==> src/rtl/ps2rx_pkg.sv <==
package ps2rx_pkg;
    typedef enum logic [1:0] {
        ST_IDLE   = 2'd0,
        ST_DATA   = 2'd1,
        ST_PARITY = 2'd2,
        ST_STOP   = 2'd3
    } rx_state_t;
endpackage

==> src/rtl/ps2rx_sampler.sv <==
// Synchronises both lines on the sample tick and reports port-clock falls.
module ps2rx_sampler #(
    parameter int SYNC_STAGES = 2
) (
    input  logic clk,
    input  logic rst_n,
    input  logic tick_i,
    input  logic ps2_clk_i,
    input  logic ps2_dat_i,
    output logic fall_o,
    output logic bit_o
);
    // clock chain is one longer: the extra stage holds the previous synced level
    logic [SYNC_STAGES:0]   clk_ch;
    logic [SYNC_STAGES-1:0] dat_ch;

    always_ff @(posedge clk or negedge rst_n) begin
        if (!rst_n) begin
            clk_ch <= '1;
            dat_ch <= '1;
            fall_o <= 1'b0;
            bit_o  <= 1'b1;
        end else begin
            fall_o <= 1'b0;
            if (tick_i) begin
                clk_ch <= {clk_ch[SYNC_STAGES-1:0], ps2_clk_i};
                dat_ch <= {dat_ch[SYNC_STAGES-2:0], ps2_dat_i};
                fall_o <= clk_ch[SYNC_STAGES] & ~clk_ch[SYNC_STAGES-1];
                bit_o  <= dat_ch[SYNC_STAGES-1];
            end
        end
    end

    a_r2_fall_on_tick_only: assert property (@(posedge clk) disable iff (!rst_n)
        fall_o |-> $past(tick_i));
endmodule

==> src/rtl/ps2rx_deser.sv <==
// Frame state machine: start, data, parity, stop, with stall watchdog.
module ps2rx_deser
    import ps2rx_pkg::*;
#(
    parameter int DATA_W        = 8,
    parameter int TIMEOUT_TICKS = 100
) (
    input  logic              clk,
    input  logic              rst_n,
    input  logic              tick_i,
    input  logic              fall_i,
    input  logic              bit_i,
    output logic [DATA_W-1:0] byte_o,
    output logic              byte_valid_o,
    output logic              err_parity_o,
    output logic              err_stop_o,
    output logic              err_timeout_o
);
    localparam int IDX_W = (DATA_W > 1) ? $clog2(DATA_W) : 1;
    localparam int TO_W  = $clog2(TIMEOUT_TICKS + 1);

    rx_state_t         state, nxt;
    logic [IDX_W-1:0]  bit_idx;
    logic [DATA_W-1:0] shreg;
    logic              par_bit;
    logic [TO_W-1:0]   wd_cnt;
    logic              timeout_hit;
    logic              good_par;

    assign timeout_hit = (state != ST_IDLE) && tick_i && !fall_i &&
                         (wd_cnt == TO_W'(TIMEOUT_TICKS - 1));
    assign good_par    = ^{shreg, par_bit};
    assign byte_o      = shreg;

    // next-state logic
    always_comb begin
        nxt = state;
        unique case (state)
            ST_IDLE:   if (fall_i && !bit_i) nxt = ST_DATA;
            ST_DATA: begin
                if (timeout_hit) nxt = ST_IDLE;
                else if (fall_i && bit_idx == IDX_W'(DATA_W - 1)) nxt = ST_PARITY;
            end
            ST_PARITY: begin
                if (timeout_hit) nxt = ST_IDLE;
                else if (fall_i) nxt = ST_STOP;
            end
            ST_STOP: begin
                if (timeout_hit || fall_i) nxt = ST_IDLE;
            end
            default:   nxt = ST_IDLE;
        endcase
    end

    // state register
    always_ff @(posedge clk or negedge rst_n) begin
        if (!rst_n) state <= ST_IDLE;
        else        state <= nxt;
    end

    // datapath and output pulses
    always_ff @(posedge clk or negedge rst_n) begin
        if (!rst_n) begin
            bit_idx       <= '0;
            shreg         <= '0;
            par_bit       <= 1'b0;
            wd_cnt        <= '0;
            byte_valid_o  <= 1'b0;
            err_parity_o  <= 1'b0;
            err_stop_o    <= 1'b0;
            err_timeout_o <= 1'b0;
        end else begin
            byte_valid_o  <= 1'b0;
            err_parity_o  <= 1'b0;
            err_stop_o    <= 1'b0;
            err_timeout_o <= 1'b0;

            if (state == ST_IDLE || fall_i || timeout_hit) wd_cnt <= '0;
            else if (tick_i) wd_cnt <= wd_cnt + 1'b1;

            if (timeout_hit) begin
                err_timeout_o <= 1'b1;
            end else if (fall_i) begin
                unique case (state)
                    ST_IDLE:   bit_idx <= '0;
                    ST_DATA: begin
                        shreg   <= {bit_i, shreg[DATA_W-1:1]};
                        bit_idx <= bit_idx + 1'b1;
                    end
                    ST_PARITY: par_bit <= bit_i;
                    ST_STOP: begin
                        if (good_par && bit_i) byte_valid_o <= 1'b1;
                        else begin
                            err_parity_o <= !good_par;
                            err_stop_o   <= !bit_i;
                        end
                    end
                    default: ;
                endcase
            end
        end
    end

    a_r5_timeout_to_idle: assert property (@(posedge clk) disable iff (!rst_n)
        err_timeout_o |-> state == ST_IDLE);
    a_r5_wd_bounded: assert property (@(posedge clk) disable iff (!rst_n)
        wd_cnt < TO_W'(TIMEOUT_TICKS));
    a_r2_good_is_clean: assert property (@(posedge clk) disable iff (!rst_n)
        byte_valid_o |-> !err_parity_o && !err_stop_o && !err_timeout_o);
    a_r3_parity_pulse: assert property (@(posedge clk) disable iff (!rst_n)
        err_parity_o |=> !err_parity_o);
    a_r4_stop_pulse: assert property (@(posedge clk) disable iff (!rst_n)
        err_stop_o |=> !err_stop_o);
endmodule

==> src/rtl/ps2rx_fifo.sv <==
// Small receive store with flush and overflow pulse.
module ps2rx_fifo #(
    parameter int DATA_W = 8,
    parameter int DEPTH  = 3
) (
    input  logic                       clk,
    input  logic                       rst_n,
    input  logic                       push_i,
    input  logic [DATA_W-1:0]          wdata_i,
    input  logic                       pop_i,
    input  logic                       flush_i,
    output logic [DATA_W-1:0]          rdata_o,
    output logic [$clog2(DEPTH+1)-1:0] count_o,
    output logic                       empty_o,
    output logic                       overflow_o
);
    localparam int PTR_W = (DEPTH > 1) ? $clog2(DEPTH) : 1;
    localparam int CNT_W = $clog2(DEPTH + 1);

    logic [DATA_W-1:0] mem [DEPTH];
    logic [PTR_W-1:0]  wr_ptr, rd_ptr;
    logic [CNT_W-1:0]  count;
    logic              room, do_pop, do_push;

    assign do_pop  = pop_i && (count != '0) && !flush_i;
    assign room    = (count < CNT_W'(DEPTH)) || do_pop;
    assign do_push = push_i && !flush_i && room;

    function automatic logic [PTR_W-1:0] wrap_inc(input logic [PTR_W-1:0] p);
        return (p == PTR_W'(DEPTH - 1)) ? '0 : p + 1'b1;
    endfunction

    for (genvar g = 0; g < DEPTH; g++) begin : g_slot
        always_ff @(posedge clk) begin
            if (do_push && wr_ptr == PTR_W'(g)) mem[g] <= wdata_i;
        end
    end

    always_ff @(posedge clk or negedge rst_n) begin
        if (!rst_n) begin
            wr_ptr     <= '0;
            rd_ptr     <= '0;
            count      <= '0;
            overflow_o <= 1'b0;
        end else begin
            overflow_o <= push_i && !flush_i && !room;
            if (flush_i) begin
                wr_ptr <= '0;
                rd_ptr <= '0;
                count  <= '0;
            end else begin
                if (do_push) wr_ptr <= wrap_inc(wr_ptr);
                if (do_pop)  rd_ptr <= wrap_inc(rd_ptr);
                if (do_push && !do_pop)      count <= count + 1'b1;
                else if (do_pop && !do_push) count <= count - 1'b1;
            end
        end
    end

    assign rdata_o = mem[rd_ptr];
    assign count_o = count;
    assign empty_o = (count == '0);

    a_r6_count_le_depth: assert property (@(posedge clk) disable iff (!rst_n)
        count <= CNT_W'(DEPTH));
    a_r8_flush_empties: assert property (@(posedge clk) disable iff (!rst_n)
        flush_i |=> count == '0);
    a_r7_full_push_flags: assert property (@(posedge clk) disable iff (!rst_n)
        (push_i && !flush_i && !pop_i && count == CNT_W'(DEPTH)) |=> overflow_o);
    a_r9_pop_empty_noop: assert property (@(posedge clk) disable iff (!rst_n)
        (pop_i && !push_i && count == '0) |=> count == '0);
endmodule

==> src/rtl/ps2_frame_rx.sv <==
module ps2_frame_rx #(
    parameter int DATA_W        = 8,
    parameter int FIFO_DEPTH    = 3,
    parameter int TIMEOUT_TICKS = 100,
    parameter int SYNC_STAGES   = 2
) (
    input  logic                            clk,
    input  logic                            rst_n,
    input  logic                            sample_tick,
    input  logic                            ps2_clk_in,
    input  logic                            ps2_data_in,
    input  logic                            rx_flush,
    input  logic                            rd_en,
    output logic [DATA_W-1:0]               rd_data,
    output logic [$clog2(FIFO_DEPTH+1)-1:0] fill_count,
    output logic                            rx_avail,
    output logic                            err_parity,
    output logic                            err_stop,
    output logic                            err_timeout,
    output logic                            rx_overflow
);
    logic              fall, sbit, bvalid, empty;
    logic [DATA_W-1:0] rbyte;

    ps2rx_sampler #(.SYNC_STAGES(SYNC_STAGES)) u_sampler (
        .clk(clk), .rst_n(rst_n), .tick_i(sample_tick),
        .ps2_clk_i(ps2_clk_in), .ps2_dat_i(ps2_data_in),
        .fall_o(fall), .bit_o(sbit)
    );

    ps2rx_deser #(.DATA_W(DATA_W), .TIMEOUT_TICKS(TIMEOUT_TICKS)) u_deser (
        .clk(clk), .rst_n(rst_n), .tick_i(sample_tick),
        .fall_i(fall), .bit_i(sbit),
        .byte_o(rbyte), .byte_valid_o(bvalid),
        .err_parity_o(err_parity), .err_stop_o(err_stop),
        .err_timeout_o(err_timeout)
    );

    ps2rx_fifo #(.DATA_W(DATA_W), .DEPTH(FIFO_DEPTH)) u_fifo (
        .clk(clk), .rst_n(rst_n), .push_i(bvalid), .wdata_i(rbyte),
        .pop_i(rd_en), .flush_i(rx_flush),
        .rdata_o(rd_data), .count_o(fill_count), .empty_o(empty),
        .overflow_o(rx_overflow)
    );

    assign rx_avail = !empty;
endmodule

==> config.mk <==
export PLATFORM = sky130hd
export DESIGN_NAME = ps2_frame_rx
export DESIGN_NICKNAME = d
export VERILOG_FILES = /design/src/rtl/ps2rx_pkg.sv /design/src/rtl/ps2rx_sampler.sv /design/src/rtl/ps2rx_deser.sv /design/src/rtl/ps2rx_fifo.sv /design/src/rtl/ps2_frame_rx.sv
export SDC_FILE = /design/constraint.sdc
export NUM_CORES = 1
export LEC_CHECK = 0
export BUFFER_PORTS_ARGS = -buffer_cell sky130_fd_sc_hd__buf_4
export CAP_MARGIN = 40
export CORE_MARGIN = 2
export CORE_UTILIZATION = 63
export CTS_BUF_LIST = sky130_fd_sc_hd__clkbuf_16
export DETAILED_ROUTE_END_ITERATION = 8
export PLACE_DENSITY = 0.91
export SLEW_MARGIN = 20
export SYNTH_ARGS = -nofsm -noshare
export SYNTH_HDL_FRONTEND = slang
export SYNTH_SLANG_ARGS = --single-unit
export TNS_END_PERCENT = 10
==> constraint.sdc <==
create_clock -name clk -period 4.95 [get_ports clk]
set_input_delay 0.495 -clock clk [delete_from_list [all_inputs] [get_ports clk]]
set_output_delay 0.495 -clock clk [all_outputs]
set_load 0.005 [all_outputs]
Word level (Yosys, flattened, before mapping)
Memories as Yosys holds them, arrays and structs flattened.
Index checks and enable logic that the tools add are counted.
{"block": "totals", "out_inout_bits": 15, "elab_cells": 130, "memories": 1, "ram_bits": 24, "in_bits": 7, "ff_bits": 39}
{"memory": "u_fifo.mem", "words": 3, "word_bits": 8, "read_ports": 1, "rd_clocked_by_memory_dff": 0, "wr": 1, "line": "ps2rx_fifo.sv:20", "text": "logic [DATA_W-1:0] mem [DEPTH];"}
{"block": "classes", "n_eq_ne": 12, "muxes": 45, "reduce_logical": 45, "order_cmp": 1, "n_addsub": 6, "bitwise_logic": 3}
{"op": "$mux W2", "n": 17}
{"op": "$mux W1", "n": 22}
{"op": "$logic_and A1 B1 Y1", "n": 16}
{"op": "$mux W8", "n": 2}
{"op": "$reduce_or A8 Y1", "n": 2}
{"op": "$mux W7", "n": 2}
{"op": "$reduce_bool A2 Y1", "n": 6}
{"op": "$reduce_and A3 Y1", "n": 3}
{"op": "$reduce_xor A9 Y1", "n": 1}
{"op": "$eq A2 B2 Y1 const B", "n": 4}
{"op": "$logic_not A1 Y1", "n": 8}
{"op": "$pmux W2 S4", "n": 1}
{"op": "$add A7 B1 Y7 const B", "n": 1}
{"op": "$eq A7 B7 Y1 const B", "n": 1}
{"op": "$add A2 B1 Y2 const B", "n": 3}
{"op": "$logic_not A2 Y1", "n": 3}
{"op": "$pmux W3 S2", "n": 1}
{"op": "$eq A2 B1 Y1 const B", "n": 2}
{"op": "$logic_or A1 B1 Y1", "n": 4}
{"op": "$ne A2 B1 Y1 const B", "n": 2}
{"op": "$reduce_and A4 Y1", "n": 1}
{"op": "$add A3 B1 Y3 const B", "n": 1}
{"op": "$eq A3 B3 Y1 const B", "n": 1}
{"op": "$ne A3 B1 Y1 const B", "n": 1}
{"op": "6 further kinds", "n": 7}

Longest topological paths before layout
Gate-level depths: netlist of the first run.
{"block": "depth", "depth_word": 11, "ltp_mapped": 5, "mapped_depth_nobuf": 5}

By module
A second synthesis of the first run with hierarchy kept.
{"block": "unflattened", "hier_cells": 208, "area_unflattened_um2": 2771.4}
{"module": "ps2rx_fifo", "instances": 1, "cells_per_inst": 89, "area_each_um2": 1248.7, "seq_area_each_um2": 895.9}
{"module": "ps2rx_deser", "instances": 1, "cells_per_inst": 103, "area_each_um2": 1224.9, "seq_area_each_um2": 625.6}
{"module": "ps2rx_sampler", "instances": 1, "cells_per_inst": 15, "area_each_um2": 294.0, "seq_area_each_um2": 182.7}
{"module": "ps2_frame_rx", "instances": 1, "cells_per_inst": 1, "area_each_um2": 3.8, "seq_area_each_um2": 0.0}

Least setup slack after synthesis of the first run
OpenSTA, ideal clock, no wires.
{"block": "synth_path", "kind": "input-to-reg", "start": "in rx_flush", "end": "mem u_fifo.mem[1][0] (enable)", "path_buffers": 1, "path_stages": 4, "setup_ns": 0.385, "path_slack_ns": 2.935, "t_arrival_ns": 1.630, "required_time_ns": 4.565, "cell_sequence": "clkbuf_1 > nor2b_1 > nand2_1 > nor3b_1"}
{"block": "synth_via", "elab_chain_cells": 10, "elab_cells_between_ends": 20, "classes_between": "mux: 10; reduce/logical: 10"}
{"item": "from (decl)", "line": "ps2_frame_rx.sv:12", "text": "input logic rx_flush,"}
{"item": "$logic_not A1 Y1 *", "line": "ps2rx_fifo.sv:25, ps2rx_fifo.sv:27"}
{"item": "$logic_and A1 B1 Y1", "line": "ps2rx_fifo.sv:25", "text": "assign do_pop = pop_i && (count != '0) && !flush_i;"}
{"item": "$logic_or A1 B1 Y1", "line": "ps2rx_fifo.sv:26", "text": "assign room = (count < CNT_W'(DEPTH)) || do_pop;"}
{"item": "$logic_and A1 B1 Y1 *", "line": "ps2rx_fifo.sv:27", "text": "assign do_push = push_i && !flush_i && room;"}
{"item": "$logic_and A1 B1 Y1", "line": "ps2rx_fifo.sv:35", "text": "if (do_push && wr_ptr == PTR_W'(g)) mem[g] <= wdata_i;"}
{"item": "$mux W1", "line": "ps2rx_fifo.sv:35"}
{"item": "$mux W1 (implied by the code)", "line": "ps2rx_fifo.sv:35"}
{"item": "$reduce_or A8 Y1 (no source line)"}
{"item": "$mux W2 (no source line) or $mux W1 (tied branches) (2 in a row)"}
{"item": "to (decl)", "line": "ps2rx_fifo.sv:20"}
Mark *: on every way between the ends. The rest lies on a longest branch, timed or not.

Final worst setup path of the first run
{"block": "layout_path", "start": "reg u_fifo.rd_ptr[0]", "end": "out rd_data[6]"}
{"block": "layout_via", "elab_chain_cells": 1}
{"item": "from (decl)", "line": "ps2rx_fifo.sv:21", "text": "logic [PTR_W-1:0] wr_ptr, rd_ptr;"}
{"item": "from (signal assigned)", "line": "ps2rx_fifo.sv:53", "text": "if (do_pop) rd_ptr <= wrap_inc(rd_ptr);"}
{"item": "$mem_v2 Z3 W8"}
{"item": "to (decl)", "line": "ps2_frame_rx.sv:14", "text": "output logic [DATA_W-1:0] rd_data,"}
Every way passes these cells.

==> summary.md, run 1 <==
| Metric | Value |
|---|---|
| Initial core utilization | `0.649` |
| Via count | `1,723` |
| P per Cell Area | `443 nW/um2` |
| Final WL | `between 4000 and 5000 um` |
| Placed insts | `between 200 and 300` |
| Sw Ratio | `0.249` |
| Met3 Resource Use GR | `0.0684` |
| Worst skew pair latency | `0.33 ns` |
| Die W | `between 70 and 80 um` |
| CTS Root Cell | `clkbuf_16` |
| Kind of critical path | `reg2out` |
| Synth Instances | `~220` |
| Yosys reg bits | `63` |
| Routability cong. | `between 0.8 and 0.9` |
| Power share of the combinational group | `0.118` |
| Worst path cell trace | `mux2i_1 -> o21ai_1 -> buf_4` |
| Drt drc | `0` |
| GRT busiest layer | `met2` |
| Synth warn | `0` |
| Fmax | `just under 0.5 GHz` |
| CTS Hold Buffers Added | `0` |
| ANT cells | `0` |
| Total CTS buffers | `9` |
| Seq pwr share | `0.466` |
| Core Region | `about 4300 um2` |
| Clock transition at path regs | `around 0.050 ns` |
| Buffers & Inverters on Critical Path | `1` |
| Final-report max-slew violation count | `0` |
| Initial antenna violation count | `0` |
| Max cap viols | `0` |
| Int Power | `roughly 1.1 mW` |
| DRT iter0 DRCs | `175` |
| Post-CTS sizing | `0` |
| GRT met2 Usage | `0.384` |
| Nature of the critical path endpoint | `output port` |
| Met1 usage | `0.269` |
| Rel. slew slack | `0.620` |
| Worst path slowest cell | `dfrtp_1` |
| Core Util, Final | `0.761` |
| Actual slew at the worst max-slew pin | `about 0.57 ns` |
| Clock power frac | `0.416` |
| Final-report setup violation count | `0` |
| Area contributors post-synth | `dfrtp_1 (30%), edfxtp_1 (26%), dfstp_2 (5.7%)` |
| DRT antenna net count | `0` |
| CTS tree | `built` |
| Register area share after synthesis | `0.611` |
| Most common cell in the netlist | `dfrtp_1` |
| Share of layout cells above drive strength 1 | `0.219` |
| Post-synth top flop | `dfrtp_1` |
| Commonest cells post-synth | `dfrtp_1 (33), nand2_1 (26), edfxtp_1 (24), mux2i_1 (12), o21ai_1 (10)` |
| Async set or reset register ratio after synthesis | `0.619` |
| Avg Inst Size Synth | `about 13 um2` |
| Final Cycle Share | `0.411` |
| Hold Fails Final Rpt | `0` |
| Layout area overhead | `17.1%` |
| Area leader, netlist | `dfrtp_1` |
| Status | `completed` |
| Die Footprint | `roughly 5000 um2` |
| Clk sinks | `63` |
| RSZ-0062 raised after global routing | `false` |
| Final worst slack | `just under 3 ns` |
| Post-Place Cell Area | `around 3000 um2` |
| Tmin final | `a little over 2 ns` |
| Gr usage total | `0.225` |
| Worst Hold Class | `in2async` |
| Setup TNS | `0 ns` |
| Fin cells | `299` |
| GR Overflow Total | `0` |
| Vias in the first global route | `~1,700` |
| Synthesized area | `between 2000 and 3000 um2` |
| Slowest stage delay, CP | `~0.65 ns` |
| Fin nets | `252` |
| Die Y | `between 70 and 80 um` |
| Synth top area share | `0.296` |
| Clk_skew | `slightly above 0.004 ns` |
| Number of synthesized flops with an enable pin | `24` |
| Port bufs | `21` |
| Cell row count | `24` |
| Clock Path Buffers | `2` |
| IO Count | `22` |
| Critical Path Source Type | `flop` |
| Family with the most delay on the worst path | `flip-flops` |
| Leak | `about 1.4 nW` |
| Fin area | `3270 um2` |
| DRT Pass-1 Iters | `4` |
| First-pass GRT wire length | `between 8000 and 9000 um` |
| CP required | `about 4.5 ns` |
| Worst endpoint data arrival time | `around 1.5 ns` |
| Post-synthesis cell type count | `46` |
| DP Worst Slack | `just over 3 ns` |
| Wire per inst | `16.0 um` |
| # H-tree levels | `3` |
| WHS | `0.127 ns` |
| Tot Pwr | `1.45 mW` |
| Maximum fanout along the worst path | `11` |
| Hpwl dp | `between 3000 and 4000 um` |
| Switching pwr | `around 360 uW` |
| Post-CTS Repair Setup Buffers | `0` |
| Largest net degree at the start of global routing | `40` |
| Syn nets | `228` |
| Peak VDD IR | `roughly 0.26 mV` |
| Vias per cell | `5.76` |
## power groups by stage
| stage | registers [mW] | clock network [mW] | logic [mW] |
|---|---|---|---|
| floorplan | 0.652 | 0 | 0.155 |
| global placement | 0.677 | 0 | 0.165 |
| detailed placement | 0.683 | 0 | 0.173 |
| CTS | 0.674 | 0.613 | 0.175 |
| global route | 0.684 | 0.636 | 0.194 |
| finish | 0.674 | 0.602 | 0.171 |
## layer usage
metal / vias up / part of all wire
li1: 832 / -
met4: 0 / 0.016
met1: 846 / 0.41
met5: - / 0
met3: 7 / 0.045
met2: 38 / 0.53
## area by class of cell
class	instances	area [um2]
Clock buffer	9	225
Clock inverter	7	63.8
Fill cell	276	1030
Inverter	3	11.3
Multi-Input combinational cell	142	1030
Sequential cell	63	1700
Tap cell	52	65.1
Timing Repair Buffer	23	168
## path summary, 6_finish.rpt
path / slack [ns] / from / cells past startpoint / endpoint
worst max-delay path: 2.92 / u_fifo.rd_ptr[0] / 3 / rd_data[6]
max in group asynchronous: 4.47 / rst_n / 1 / u_sampler.clk_ch[2]
worst min register to register: 0.50 / u_deser.bit_idx[2] / 2 / u_deser.bit_idx[2]
worst max register to register: 3.13 / u_deser.byte_valid_o / 4 / u_fifo.mem[1][5]
worst min-delay path: 0.13 / rst_n / 1 / u_deser.wd_cnt[5]
min in group clk: 0.40 / rx_flush / 2 / u_fifo.wr_ptr[0]
## worst reg2reg max path, cell delays in order, from the launching register on
cell     delay (ns)
dfrtp_1        0.43
nor2b_1        0.29
nand2_1        0.12
nor3b_1        0.41
buf_2          0.28
## kinds of logic after synthesis
kind of cell / count (synthesis) / share of synthesized area
AND/OR/NAND/NOR: 68 / 0.129
flip-flops: 63 / 0.611
AO/OA/AOI/OAI: 35 / 0.0794
multiplexers: 27 / 0.104
buffers and inverters: 13 / 0.0197
XOR/XNOR: 9 / 0.0435
adder cells (fa/ha/maj): 3 / 0.0135
## cells in the final DEF (no fill, tap or decap), types with 2 or more instances in the layout
cell type,synthesis,layout
dfrtp_1,33,33
nand2_1,26,26
edfxtp_1,24,24
buf_4,0,21
mux2i_1,12,12
o21ai_1,10,10
mux2_1,9,9
clkbuf_16,0,9
nor2_1,8,8
a21oi_1,8,8
nand3_1,6,6
mux2_2,6,6
dfstp_2,6,6
and3_1,5,5
nor2b_1,5,5
o21ai_0,5,5
xnor2_1,4,4
nand2b_1,4,4
inv_1,3,3
or3_1,3,3
ha_1,3,3
clkinv_2,0,3
xnor3_1,2,2
xor2_1,2,2
nor3_1,2,2
nand4_1,2,2
clkinvlp_4,0,2
buf_2,5,2
## flip-flops by register name (all words and copies together), names as in the netlist, 2 cells and up
signal / flops
u_fifo.mem: 24
u_deser.state: 2
u_deser.byte_o: 8
u_sampler.dat_ch: 2
u_deser.wd_cnt: 7
u_deser.bit_idx: 3
u_sampler.clk_ch: 3
u_fifo.rd_ptr: 2
u_fifo.count_o: 2
u_fifo.wr_ptr: 2
(Power assumes the default switching activity.)
==> run 2: changes to the inputs <==
Settings changed: CORE_UTILIZATION 63 to 53, PLACE_DENSITY 0.91 to 0.83.
Clock period 4.95 ns to 1.7 ns, I/O delays scaled along.
==> summary.md, run 2 (synthesis gave the netlist of run 1 again) <==
| Metric | Value |
|---|---|
| Status | `completed (unchanged)` |
| Clk sinks | `63 (unchanged)` |
| Largest Register | `u_fifo.mem (unchanged)` |
| Hold Fails Final Rpt | `0 (unchanged)` |
| Clk_skew | `0.00467 ns (was 0.00408 ns)` |
| Fmax | `between 0.6 and 0.7 GHz` |
| Nature of the critical path endpoint | `output port (unchanged)` |
| Die W | `76.5 um (was 70.5 um)` |
| FF+latch area | `1710 um2 (was 1700 um2)` |
| DRT Pass-1 Iters | `4 (unchanged)` |
| Port bufs | `21 (unchanged)` |
| Gr usage total | `0.173 (was 0.225)` |
| Hpwl dp | `2760 um (was 3100 um)` |
| Initial antenna violation count | `0 (unchanged)` |
| Final Cycle Share | `0.923` |
| Total CTS buffers | `9 (unchanged)` |
| Worst path slowest cell | `dfrtp_1 (unchanged)` |
| CTS tree | `built (unchanged)` |
| GRT busiest layer | `met2 (unchanged)` |
| Die Footprint | `5860 um2 (was 4980 um2)` |
| Final-report max-slew violation count | `0 (unchanged)` |
| Critical Path Source Type | `flop (unchanged)` |
| Maximum fanout along the worst path | `19 (was 11)` |
| Commonest non-fill, non-tap cell in the layout | `dfrtp_1 (unchanged)` |
| Clock Path Buffers | `2 (unchanged)` |
| DRT antenna net count | `0 (unchanged)` |
| GRT met2 Usage | `0.292 (was 0.384)` |
| Worst path cell trace | `nand2_1 -> o21ai_1 -> buf_4 (was mux2i_1 -> o21ai_1 -> buf_4)` |
| # H-tree levels | `3 (unchanged)` |
| Kind of critical path | `reg2out (unchanged)` |
| Tmin final | `about 1.6 ns` |
| Largest register FFs | `24 (unchanged)` |
| First-pass GRT wire length | `7780 um (was 8330 um)` |
| Largest net degree at the start of global routing | `40 (unchanged)` |
| Hold Path Depth | `2` |
| Drt drc | `0 (unchanged)` |
| Met3 Resource Use GR | `0.0592 (was 0.0684)` |
| DRT iter0 DRCs | `62 (was 175)` |
| Core Region | `5110 um2 (was 4290 um2)` |
| Routability cong. | `0.781 (was 0.846)` |
| Vias per cell | `5.37 (was 5.76)` |
| Die Y | `76.5 um (was 70.5 um)` |
| Leak | `1.38 nW (about the same)` |
| Fin cells | `318 (was 299)` |
| RR Endpoint | `u_fifo.mem[1][4] (was u_fifo.mem[1][5])` |
| Layout area overhead | `18.7% (was 17.1%)` |
| Slowest stage delay, CP | `0.70 ns (was 0.65 ns)` |
| Worst Hold Class | `in2reg (was in2async)` |
| Worst reg-to-reg setup slack | `0.21 ns (was 3.13 ns)` |
| Core Util, Final | `0.648 (was 0.761)` |
| Met1 usage | `0.198 (was 0.269)` |
| Cell row count | `26 (was 24)` |
| Wire per inst | `13.7 um (was 16.0 um)` |
| CP required | `1.53 ns (was 4.45 ns)` |
| Final-report setup violation count | `0 (unchanged)` |
| Worst skew pair latency | `0.33 ns (about the same)` |
| Placed insts | `301 (was 283)` |
| Actual slew at the worst max-slew pin | `0.576 ns (was 0.570 ns)` |
| CTS Root Cell | `clkbuf_16 (unchanged)` |
| IO Count | `22 (unchanged)` |
| Final WL | `4360 um (was 4800 um)` |
| Worst endpoint data arrival time | `1.40 ns (was 1.54 ns)` |
| Worst Hold End | `u_fifo.rd_ptr[0]` |
| Family with the most delay on the worst path | `flip-flops (unchanged)` |
| GR Overflow Total | `0 (unchanged)` |
| Most frequent cells in the layout | `dfrtp_1 (32), nand2_1 (26), edfxtp_1 (24), buf_4 (23), mux2i_1 (12) (was dfrtp_1 (33), nand2_1 (26), edfxtp_1 (24), buf_4 (21), mux2i_1 (12))` |
| Initial core utilization | `0.546 (was 0.649)` |
| Vias in the first global route | `1,755 (was 1,730)` |
| Via count | `1,708 (was 1,723)` |
| P per Cell Area | `1270 nW/um2 (was 443 nW/um2)` |
| Filler Cells Inserted | `384 (was 276)` |
| Share of layout cells above drive strength 1 | `0.226 (was 0.219)` |
| Rel. slew slack | `0.616 (was 0.620)` |
| RSZ-0062 raised after global routing | `false (unchanged)` |
| ANT cells | `0 (unchanged)` |
| Worst r2r src | `u_deser.byte_valid_o (unchanged)` |
| Clock transition at path regs | `0.05 ns (about the same)` |
| Tot Pwr | `4.20 mW (was 1.45 mW)` |
| Fin nets | `253 (was 252)` |
| Peak VDD IR | `0.783 mV (was 0.256 mV)` |
| Buffers & Inverters on Critical Path | `1 (unchanged)` |
| Reg2reg path depth | `4 (unchanged)` |
| Multi-input logic area | `1030 um2 (about the same)` |
| HP Start | `rx_flush` |
| Max cap viols | `0 (unchanged)` |
run 2: worst max-delay path by stage:
stage                              start                 to  cells after the start
global placement       u_deser.wd_cnt[0]  u_deser.wd_cnt[6]                      4
CTS                     u_fifo.rd_ptr[0]         rd_data[1]                      3
floorplan              u_fifo.count_o[1]   u_fifo.mem[2][0]                      4
finish                  u_fifo.rd_ptr[1]         rd_data[1]                      3
global route            u_fifo.rd_ptr[1]         rd_data[6]                      3
detailed placement  u_deser.byte_valid_o   u_fifo.mem[1][4]                      4
run 2: what timing repair did:
item | in CTS | in global routing
setup endpoints to repair | 1 | 0
resized for setup | 1 | 0
hold buffers | 1 | 0
setup buffers | 0 | 0
hold endpoints to repair | 33 | 0
run 2: metal layers:
layer / routed length, um / vias up
li1: - / 831
met1: 1880 / 828
met2: 2210 / 39
met3: 176 / 10
met4: 90 / 0
met5: 0 / -
run 2: layout make-up:
type,instances,share of cell area
multi-input combinational,142,0.313
clock inverter,7,0.0193
clock buffer,9,0.0680
timing repair buffer,24,0.0552
sequential,63,0.515
tap,70,0.0265
inverter,3,0.00340
run 2: per-stage QoR:
stage          instance area (um2)  setup WS [ns]  TNS [ns]  hold WS (ns)
2_1_floorplan                 2790        -0.0654    -0.523        -0.126
3_3_place_gp                  3010          0.257         0         0.159
3_5_place_dp                  3010          0.208         0         0.171
4_1_cts                       3310          0.108         0        0.0448
5_1_grt                       3310        0.00143         0        0.0550
6_report                      3310          0.130         0        0.0580
run 2: power by group:
part | switching, mW | internal [mW]
Sequential | 0.187 | 1.77
Combinational | 0.218 | 0.285
Clock | 0.625 | 1.12
==> run 3: changes to the inputs <==
Settings changed: CORE_UTILIZATION 53 to 63, PLACE_DENSITY 0.83 to 0.91.
Clock period 1.7 ns to 1.9 ns, I/O delays scaled along.
==> summary.md, run 3 (synthesis gave the netlist of run 1 again) <==
| Metric | Value |
|---|---|
| Status | `completed (unchanged)` |
| Fin nets | `253 (unchanged)` |
| Worst endpoint data arrival time | `1.52 ns (was 1.40 ns)` |
| Kind of critical path | `reg2out (unchanged)` |
| Wire per inst | `15.5 um (was 13.7 um)` |
| Tmin final | `approximately 1.7 ns` |
| WHS | `0.0916 ns (was 0.0580 ns)` |
| Post-Place Cell Area | `2980 um2 (was 3010 um2)` |
| Final WL | `4660 um (was 4360 um)` |
| Clk_skew | `0.00808 ns (was 0.00467 ns)` |
| Clock power frac | `0.415 (about the same)` |
| Largest net degree at the start of global routing | `40 (unchanged)` |
| P per Cell Area | `1140 nW/um2 (was 1270 nW/um2)` |
| Initial antenna violation count | `0 (unchanged)` |
| Routability cong. | `0.833 (was 0.781)` |
| Maximum fanout along the worst path | `11 (was 19)` |
| IO Count | `22 (unchanged)` |
| Share of layout cells above drive strength 1 | `0.218 (was 0.226)` |
| Fin area | `3280 um2 (was 3310 um2)` |
| Clk sinks | `63 (unchanged)` |
| GR Overflow Total | `0 (unchanged)` |
| Leak | `1.38 nW (about the same)` |
| Clock Path Buffers | `2 (unchanged)` |
| DRT iter0 DRCs | `65 (was 62)` |
| Layout area overhead | `17.7% (was 18.7%)` |
| Final Cycle Share | `0.898` |
| DRT Pass-1 Iters | `4 (unchanged)` |
| CTS Root Cell | `clkbuf_16 (unchanged)` |
| Die W | `70.5 um (was 76.5 um)` |
| Drt drc | `0 (unchanged)` |
| Core Region | `4290 um2 (was 5110 um2)` |
| Int Power | `2.84 mW (was 3.17 mW)` |
| Max cap viols | `0 (unchanged)` |
| Worst reg-to-reg setup slack | `0.35 ns (was 0.21 ns)` |
| DP Worst Slack | `0.374 ns (was 0.208 ns)` |
| Fmax | `slightly below 0.6 GHz` |
| Hpwl dp | `3030 um (was 2760 um)` |
| Worst setup endpoint | `rd_data[4] (was rd_data[1])` |
| Peak VDD IR | `0.748 mV (was 0.783 mV)` |
| Largest register FFs | `24 (unchanged)` |
| Worst r2r src | `u_deser.byte_valid_o (unchanged)` |
| RSZ-0062 raised after global routing | `false (unchanged)` |
| CP required | `1.71 ns (was 1.53 ns)` |
| Seq pwr share | `0.468 (was 0.465)` |
| Critical Path Source Type | `flop (unchanged)` |
| Rel. slew slack | `0.638 (was 0.616)` |
| Die Footprint | `4980 um2 (was 5860 um2)` |
| Nature of the critical path endpoint | `output port (unchanged)` |
| Cell row count | `24 (was 26)` |
| DRT antenna net count | `0 (unchanged)` |
| Die Y | `70.5 um (was 76.5 um)` |
| First-pass GRT wire length | `8180 um (was 7780 um)` |
| Vias in the first global route | `1,767 (was 1,755)` |
| Sw Ratio | `0.242 (was 0.245)` |
| Most frequent cells in the layout | `dfrtp_1 (33), nand2_1 (26), edfxtp_1 (24), buf_4 (23), mux2i_1 (12) (was dfrtp_1 (32), nand2_1 (26), edfxtp_1 (24), buf_4 (23), mux2i_1 (12))` |
| Placed insts | `283 (was 301)` |
| Initial core utilization | `0.649 (was 0.546)` |
| Vias per cell | `5.79 (was 5.37)` |
| Port bufs | `21 (unchanged)` |
| Worst skew pair latency | `0.32 ns (was 0.33 ns)` |
| Final-report setup violation count | `0 (unchanged)` |
| Largest Register | `u_fifo.mem (unchanged)` |
| Gr usage total | `0.220 (was 0.173)` |
| RR Endpoint | `u_fifo.mem[1][7] (was u_fifo.mem[1][4])` |
| Fin cells | `300 (was 318)` |
| CTS tree | `built (unchanged)` |
| # H-tree levels | `3 (unchanged)` |
| Clock transition at path regs | `0.05 ns (about the same)` |
| Hold Fails Final Rpt | `0 (unchanged)` |
| Final worst slack | `0.195 ns (was 0.130 ns)` |
| Setup TNS | `0 ns (unchanged)` |
| Final-report max-slew violation count | `0 (unchanged)` |
| Commonest non-fill, non-tap cell in the layout | `dfrtp_1 (unchanged)` |
| Power share of the combinational group | `0.117 (was 0.120)` |
| Actual slew at the worst max-slew pin | `0.543 ns (was 0.576 ns)` |
| CP startpoint | `u_fifo.rd_ptr[0] (was u_fifo.rd_ptr[1])` |
| Reg2reg path depth | `4 (unchanged)` |
| Worst Hold Class | `in2reg (unchanged)` |
| ANT cells | `0 (unchanged)` |
| Total CTS buffers | `9 (unchanged)` |
| Via count | `1,738 (was 1,708)` |
| Switching pwr | `905 uW (was 1.03 mW)` |
==> run 3: stage by stage <==
step                total power, mW  utilization
finish                         3.74        0.764
global route                   3.92        0.764
CTS                            3.77        0.764
detailed placement             2.22        0.695
global placement               2.18        0.695
floorplan                      2.10            -
==> run 3: worst min-delay path by stage <==
stage,start,to,slack (ns),cells after the start
6_report,rx_flush,u_fifo.rd_ptr[1],0.09,2
3_3_place_gp,rst_n,u_deser.wd_cnt[5],0.18,1
4_1_cts,rx_flush,u_fifo.rd_ptr[1],0.08,2
2_1_floorplan,rst_n,u_deser.bit_idx[0],-0.11,0
3_5_place_dp,rst_n,u_deser.wd_cnt[1],0.19,1
5_1_grt,rx_flush,u_fifo.rd_ptr[1],0.08,2
==> run 3: power by group through the flow <==
stage	clock [mW]	sequential (mW)	combinational [mW]
after CTS	1.58	1.75	0.447
after floorplan	0	1.70	0.404
after global placement	0	1.76	0.425
final	1.55	1.75	0.439
after global routing	1.64	1.78	0.503
after detailed placement	0	1.78	0.442
==> run 3: what timing repair did <==
action | 4_1_cts | 5_1_grt
gates resized for setup | 0 | 0
hold buffers | 1 | 0
hold endpoints to repair | 33 | 0
buffers inserted | 0 | 0
==> run 3: cell type report <==
| class | count | area [um2] |
|---|---|---|
| inverter | 3 | 11.3 |
| clock buffer | 9 | 225 |
| fill | 257 | 1010 |
| clock inverter | 7 | 63.8 |
| sequential | 63 | 1700 |
| timing repair buffer | 24 | 183 |
| tap | 52 | 65.1 |
| multi-input combinational | 142 | 1030 |
==> run 3: worst max-delay path: stages, from the launching register on <==
cell and delay [ns]:
dfrtp_1 0.66, mux2i_1 0.27, o21ai_1 0.10, buf_4 0.16
==> run 3: routing by layer <==
layer / vias up / part of all wire / GRT usage
met1: 857 / 0.42 / 0.259
met4: 0 / 0.016 / 0.0818
met3: 9 / 0.037 / 0.0826
met2: 39 / 0.53 / 0.371
li1: 833 / - / -
met5: - / 0 / 0
